==> config.mk <==
export PLATFORM = sky130hd
export DESIGN_NAME = regwin_decoder
export DESIGN_NICKNAME = d
export VERILOG_FILES = /design/src/rtl/regwin_pkg.sv /design/src/rtl/regwin_ctrl.sv /design/src/rtl/regwin_datapath.sv /design/src/rtl/regwin_decoder.sv
export SDC_FILE = /design/constraint.sdc
export NUM_CORES = 1
export LEC_CHECK = 0
export ABC_AREA = 1
export BUFFER_PORTS_ARGS = -buffer_cell sky130_fd_sc_hd__clkbuf_2
export CAP_MARGIN = 20
export CORE_AREA = 2 2 209 211
export CTS_CLUSTER_SIZE = 16
export DETAILED_ROUTE_END_ITERATION = 8
export DIE_AREA = 0 0 211 213
export RECOVER_POWER = 25
export SLEW_MARGIN = 10
export SYNTH_ARGS = -nofsm -noshare
export SYNTH_HDL_FRONTEND = slang
export SYNTH_HIERARCHICAL = 1
export SYNTH_SLANG_ARGS = --single-unit
export TNS_END_PERCENT = 50
==> constraint.sdc <==
create_clock -name clk -period 9.2 [get_ports clk]
set_clock_uncertainty 0.15 [all_clocks]
set_input_delay 0.92 -clock clk [delete_from_list [all_inputs] [get_ports clk]]
set_output_delay 0.92 -clock clk [all_outputs]
set_load 0.02 [all_outputs]
==> src/rtl/regwin_pkg.sv <==
package regwin_pkg;

  localparam int BUS_BYTES = 8;
  localparam int BUS_W     = 8 * BUS_BYTES;
  localparam int FLAG_W    = 3;

  // positions of the access-width permission bits in a window's flags
  localparam int FLAG_B1 = 0;
  localparam int FLAG_B4 = 1;
  localparam int FLAG_B8 = 2;

  typedef enum logic [1:0] {
    SZ_B1 = 2'd0,
    SZ_B2 = 2'd1,
    SZ_B4 = 2'd2,
    SZ_B8 = 2'd3
  } accSize_e;

  // control-to-datapath strobes
  typedef struct packed {
    logic       doRead;
    logic       doWrite;
    logic       fault;
    logic [1:0] size;
  } ctrlStrobe_t;

endpackage

==> src/rtl/regwin_ctrl.sv <==
module regwin_ctrl
  import regwin_pkg::*;
#(
  parameter int ADDR_W  = 32,
  parameter int OFF_W   = 12,
  parameter int NUM_WIN = 4,
  parameter logic [NUM_WIN*OFF_W-1:0]  WIN_BASE  = '0,
  parameter logic [NUM_WIN*OFF_W-1:0]  WIN_LEN   = '0,
  parameter logic [NUM_WIN*FLAG_W-1:0] WIN_FLAGS = '0
) (
  input  logic [ADDR_W-1:0]  devBase,
  input  logic               reqValid,
  input  logic               reqWrite,
  input  logic [ADDR_W-1:0]  reqAddr,
  input  logic [1:0]         reqSize,
  output ctrlStrobe_t        strb,
  output logic [NUM_WIN-1:0] winSel,
  output logic [OFF_W-1:0]   winOffset
);

  localparam int HI_W = ADDR_W + 1 - OFF_W;

  logic [ADDR_W:0]      diff;
  logic                 inSpan;
  logic [OFF_W-1:0]     devOff;
  logic [NUM_WIN-1:0]   hitVec;
  logic [NUM_WIN-1:0]   hitFirst;
  logic [OFF_W-1:0]     selBase;
  logic [FLAG_W-1:0]    selFlags;
  logic                 sizeOk;
  logic                 legal;

  // borrow bit lands in diff[ADDR_W], so an address below the base is out of span
  assign diff   = {1'b0, reqAddr} - {1'b0, devBase};
  assign inSpan = (diff[ADDR_W:OFF_W] == HI_W'(0));
  assign devOff = diff[OFF_W-1:0];

  for (genvar g = 0; g < NUM_WIN; g++) begin : g_match
    localparam logic [OFF_W-1:0] BASE_G = WIN_BASE[g*OFF_W +: OFF_W];
    localparam logic [OFF_W-1:0] LEN_G  = WIN_LEN[g*OFF_W +: OFF_W];
    logic [OFF_W:0] endExcl;
    assign endExcl   = {1'b0, BASE_G} + {1'b0, LEN_G};
    assign hitVec[g] = inSpan && (devOff >= BASE_G) && ({1'b0, devOff} < endExcl);
  end

  // lowest-index match wins
  always_comb begin
    logic found;
    found    = 1'b0;
    hitFirst = '0;
    selBase  = '0;
    selFlags = '0;
    for (int i = 0; i < NUM_WIN; i++) begin
      if (hitVec[i] && !found) begin
        found       = 1'b1;
        hitFirst[i] = 1'b1;
        selBase     = WIN_BASE[i*OFF_W +: OFF_W];
        selFlags    = WIN_FLAGS[i*FLAG_W +: FLAG_W];
      end
    end
  end

  always_comb begin
    unique case (accSize_e'(reqSize))
      SZ_B1:   sizeOk = selFlags[FLAG_B1];
      SZ_B4:   sizeOk = selFlags[FLAG_B4] && (devOff[1:0] == 2'b00);
      SZ_B8:   sizeOk = selFlags[FLAG_B8] && (devOff[2:0] == 3'b000);
      default: sizeOk = 1'b0;
    endcase
  end

  assign legal = reqValid && (|hitFirst) && sizeOk;

  always_comb begin
    strb.doRead  = legal && !reqWrite;
    strb.doWrite = legal && reqWrite;
    strb.fault   = reqValid && !legal;
    strb.size    = reqSize;
  end

  assign winSel    = legal ? hitFirst : '0;
  assign winOffset = devOff - selBase;

endmodule

==> src/rtl/regwin_datapath.sv <==
module regwin_datapath
  import regwin_pkg::*;
#(
  parameter int NUM_WIN = 4
) (
  input  logic                     clk,
  input  logic                     rst_n,
  input  logic                     reqValid,
  input  ctrlStrobe_t              strb,
  input  logic [NUM_WIN-1:0]       winSel,
  input  logic [BUS_W-1:0]         reqWdata,
  input  logic [NUM_WIN*BUS_W-1:0] winRdata,
  output logic [BUS_W-1:0]         winWdata,
  output logic                     rspValid,
  output logic                     rspErr,
  output logic [BUS_W-1:0]         rspRdata
);

  // first byte in top lane on the bus <-> numeric little-endian in the window
  function automatic logic [BUS_W-1:0] lanesToValue(input logic [BUS_W-1:0] lanes,
                                                    input logic [1:0] sz);
    logic [BUS_W-1:0] v;
    int nBytes;
    v      = '0;
    nBytes = 1 << sz;
    for (int b = 0; b < BUS_BYTES; b++)
      if (b < nBytes) v[8*b +: 8] = lanes[8*(BUS_BYTES-1-b) +: 8];
    return v;
  endfunction

  function automatic logic [BUS_W-1:0] valueToLanes(input logic [BUS_W-1:0] v,
                                                    input logic [1:0] sz);
    logic [BUS_W-1:0] lanes;
    int nBytes;
    lanes  = '0;
    nBytes = 1 << sz;
    for (int b = 0; b < BUS_BYTES; b++)
      if (b < nBytes) lanes[8*(BUS_BYTES-1-b) +: 8] = v[8*b +: 8];
    return lanes;
  endfunction

  logic [BUS_W-1:0] readMux;

  always_comb begin
    readMux = '0;
    for (int i = 0; i < NUM_WIN; i++)
      if (winSel[i]) readMux = readMux | winRdata[i*BUS_W +: BUS_W];
  end

  assign winWdata = strb.doWrite ? lanesToValue(reqWdata, strb.size) : '0;

  always_ff @(posedge clk) begin
    if (!rst_n) begin
      rspValid <= 1'b0;
      rspErr   <= 1'b0;
      rspRdata <= '0;
    end else begin
      rspValid <= reqValid;
      rspErr   <= strb.fault;
      rspRdata <= strb.doRead ? valueToLanes(readMux, strb.size) : '0;
    end
  end

endmodule

==> src/rtl/regwin_decoder.sv <==
module regwin_decoder
  import regwin_pkg::*;
#(
  parameter int ADDR_W  = 32,
  parameter int OFF_W   = 12,
  parameter int NUM_WIN = 4,
  parameter logic [NUM_WIN*OFF_W-1:0]  WIN_BASE  = {12'h400, 12'h200, 12'h100, 12'h000},
  parameter logic [NUM_WIN*OFF_W-1:0]  WIN_LEN   = {12'h400, 12'h100, 12'h080, 12'h010},
  parameter logic [NUM_WIN*FLAG_W-1:0] WIN_FLAGS = {3'b001, 3'b110, 3'b011, 3'b010}
) (
  input  logic                  clk,
  input  logic                  rst_n,
  input  logic [ADDR_W-1:0]     devBase,
  input  logic                  reqValid,
  input  logic                  reqWrite,
  input  logic [ADDR_W-1:0]     reqAddr,
  input  logic [1:0]            reqSize,
  input  logic [63:0]           reqWdata,
  output logic [NUM_WIN-1:0]    winSel,
  output logic                  winRead,
  output logic                  winWrite,
  output logic [OFF_W-1:0]      winOffset,
  output logic [1:0]            winSize,
  output logic [63:0]           winWdata,
  input  logic [NUM_WIN*64-1:0] winRdata,
  output logic                  rspValid,
  output logic                  rspErr,
  output logic [63:0]           rspRdata
);

  ctrlStrobe_t strb;

  regwin_ctrl #(
    .ADDR_W(ADDR_W), .OFF_W(OFF_W), .NUM_WIN(NUM_WIN),
    .WIN_BASE(WIN_BASE), .WIN_LEN(WIN_LEN), .WIN_FLAGS(WIN_FLAGS)
  ) u_ctrl (
    .devBase(devBase), .reqValid(reqValid), .reqWrite(reqWrite),
    .reqAddr(reqAddr), .reqSize(reqSize),
    .strb(strb), .winSel(winSel), .winOffset(winOffset)
  );

  regwin_datapath #(.NUM_WIN(NUM_WIN)) u_dp (
    .clk(clk), .rst_n(rst_n), .reqValid(reqValid), .strb(strb),
    .winSel(winSel), .reqWdata(reqWdata), .winRdata(winRdata),
    .winWdata(winWdata), .rspValid(rspValid), .rspErr(rspErr),
    .rspRdata(rspRdata)
  );

  assign winRead  = strb.doRead;
  assign winWrite = strb.doWrite;
  assign winSize  = strb.size;

endmodule

==> summary.md <==
| Metric | Value |
|---|---|
| Number of fill cells | 5104 |
| Core area | 42700 um^2 |
| Post-synthesis average cell area | 4.99 um^2 |
| Largest net degree at the start of global routing | 66 |
| Share of cells above drive strength 1 | 0.274 |
| CP startpoint kind | input pin |
| Syn Inst Count | 1478 |
| Buf/Inv on CP | 5 |
| Top cell by count, worst path | nand2_1 |
| Vias | 10.4k |
| Setup CP Type | in2out |
| Setup crit start | reqAddr[0] |
| Post-placement cell count | 2525 |
| Peak Freq | 167 MHz |
| Crit end category | output port |
| Crit path max-delay cell type | nand2_2 |
| Top delay family on crit path | simple AND/OR/NAND/NOR gates |
| Crit path DAT | 4.93 ns |
| LEAKAGE | 6.67 nW |
| Status | finished clean |
| CP max FO | 48 |
| PwrDens | 94.2 nW/um^2 |
| CTS Buf Count | 9 |
| Die height | 213 um |
| Max Root-Sink Buffers | 2 |
| WP depth | 26 |
| Vias in the first global route | 9376 |
| Hold_buf cts | 0 |
| TritonCTS clock tree | done |
| Register area share after synthesis | 0.179 |
| Final Non-Filler Cells | 2554 |
| Post-CTS sizing | 0 |
| Worst vdd ir | 0.0577 mV |
| Die area | 44900 um^2 |
| Ys flop type | dfxtp_1 |
| Asr flop ratio synth | 0 |
| Drt via density | 4.09 |
| Clock Tree Root | clkbuf_16 |
| Clock-pin slew of the registers on the worst-case setup and hold paths | 0.06 ns |
| Slew @ Worst Pin | 0.835 ns |
| Htree depth | 3 |
| Fin crit share | 0.652 |
| Fin. max-slew vios | 0 |
| Post-synth EDFFs | 0 |
| Yosys top cell by area | nand2_1 |
| Setup TNS | 0 ns |
| Final hold violations | 0 |
| Detailed placement HPWL | 37600 um |
| Port Buf Inserts | 539 |
| Reg area | 1320 um^2 |
| Wirelength per Cell | 17.0 um |
| Initial antenna violation count | 17 |
| Post-CTS setup buffer count | 0 |
| Drt initial violations | 816 |
| Maxcap violations | 0 |
| Area occupied by multi-input gates | 5040 um^2 |
| Synth Cell Area | 7370 um^2 |
| End of the critical path | winWdata[34] |
| Synth Register Bits | 66 |
| First-pass DRT Iterations | 5 |
| ANT nets after route | 0 |
| CP max stage delay | 0.46 ns |
| Hold crit path type | in2reg |
| Syn nets | 1905 |
| Hold Crit Start | rst_n |
| Gr ovfl total | 0 |
| Layout area overhead | 47.7% |
| Most frequent cell after synthesis | nand2_1 |
| First-pass GRT wire length | 58700 um |
| # nets final | 2417 |
| Total GRT Usage | 0.179 |
| Die W | 211 um |
| RSZ-0062 raised after global routing | false |
| Area share of the leading cell type in the synthesized netlist | 0.359 |
| Fin crit period | 6.00 ns |
| RD Place Congestion | 0.894 |
| Req. time, crit path | 8.13 ns |
| Final setup vio count | 0 |
| Drc violations | 0 |
| Clk sinks | 66 |
| Initial Util | 0.173 |
| Total routed wirelength | 43400 um |
| Relative slew slack | 0.444 |
| Cell Rows | 76 |
| Yosys cell types | 34 |
| Top post-synthesis cells by count | nand2_1, nor2_1, inv_1 |
| Ranking of synthesized cells by area | nand2_1, dfxtp_1, nor2_1 |
| Yosys Warn Count | 6 |
| # IOs | 540 |
-- how the worst min path moves through the flow --
| stage | endpoint | cells past startpoint |
|---|---|---|
| after global placement | u_dp/rspValid | 3 |
| after CTS | u_dp/rspValid | 3 |
| after floorplan | u_dp/rspErr | 2 |
| after global routing | u_dp/rspValid | 3 |
| after detailed placement | u_dp/rspValid | 3 |
| final | u_dp/rspValid | 3 |
-- sequential cells by signal, indices dropped and copies added (netlist names) --
| name | count |
|---|---|
| u_dp/rspRdata | 64 |
| u_dp/rspErr | 1 |
| u_dp/rspValid | 1 |
-- kinds of logic (layout without fill, tap and decap cells) --
kind of cell / Yosys count / count (layout) / share of synthesized area
buffers and inverters: 263 / 780 / 0.142
other: 0 / 13 / 0
flip-flops: 66 / 66 / 0.179
XOR/XNOR: 9 / 9 / 0.0107
AND/OR/NAND/NOR: 1060 / 1060 / 0.571
AO/OA/AOI/OAI: 43 / 43 / 0.0322
adder cells (fa/ha/maj): 37 / 37 / 0.0648
-- area by class of cell --
cell class,instances,area share
multi-input cells,1149,0.463
well taps,546,0.0627
inverters,219,0.0755
flip-flops and latches,66,0.121
repair buffers,545,0.246
clock inverters,6,0.00827
clock buffers,10,0.0210
diodes,13,0.00299
-- power by group --
group	switching [W]	total (W)	internal, W
registers	0.000000118	0.000286	0.000286
clock network	0.000134	0.000372	0.000238
logic	0.000226	0.000368	0.000142
-- metrics by stage --
| step | utilization | setup slack (ns) | total power (W) | area (um^2) | hold WS [ns] |
|---|---|---|---|---|---|
| 3_3_place_gp | 0.248 | 3.35 | 0.000659 | 10600 | 1.05 |
| 5_1_grt | 0.255 | 2.77 | 0.00109 | 10900 | 0.729 |
| 6_report | 0.255 | 3.20 | 0.00103 | 10900 | 0.711 |
| 3_5_place_dp | 0.248 | 3.18 | 0.000658 | 10600 | 1.06 |
| 2_1_floorplan | - | 3.85 | 0.000491 | 7370 | 0.863 |
| 4_1_cts | 0.256 | 3.16 | 0.00104 | 10900 | 0.688 |
-- worst min-delay path, stage by stage --
cell and delay [ns]:
clkbuf_2 0.13, nand2_1 0.07, inv_1 0.03
-- routing by layer --
| layer | wire length, um | up-vias | global-route usage |
|---|---|---|---|
| met4 | 619 | 12 | 0.0406 |
| met3 | 4120 | 41 | 0.0656 |
| li1 | - | 5398 | - |
| met2 | 20700 | 409 | 0.305 |
| met5 | 116 | - | 0.00890 |
| met1 | 17900 | 4584 | 0.214 |
-- cells in the final DEF, fill, tap and decap left out, types with 3 or more instances in the layout --
| cell type | synthesis | layout |
|---|---|---|
| nand2_1 | 705 | 704 |
| clkbuf_2 | 0 | 485 |
| nor2_1 | 260 | 256 |
| inv_1 | 214 | 214 |
| dfxtp_1 | 66 | 66 |
| clkbuf_1 | 3 | 55 |
| nand3_1 | 38 | 38 |
| ha_1 | 35 | 35 |
| a21oi_1 | 27 | 27 |
| nand4_1 | 15 | 15 |
| diode_2 | 0 | 13 |
| nand2_2 | 11 | 12 |
| clkbuf_16 | 0 | 9 |
| nand3_2 | 7 | 7 |
| nor2_2 | 7 | 7 |
| nor2_4 | 3 | 7 |
| buf_4 | 3 | 6 |
| xor2_1 | 6 | 6 |
| o21ai_0 | 5 | 5 |
| o21ai_1 | 5 | 5 |
| inv_2 | 4 | 4 |
| nor3_1 | 4 | 4 |
| nand3b_1 | 4 | 4 |
| xnor2_1 | 3 | 3 |
Power figures use the tool's default switching activity.
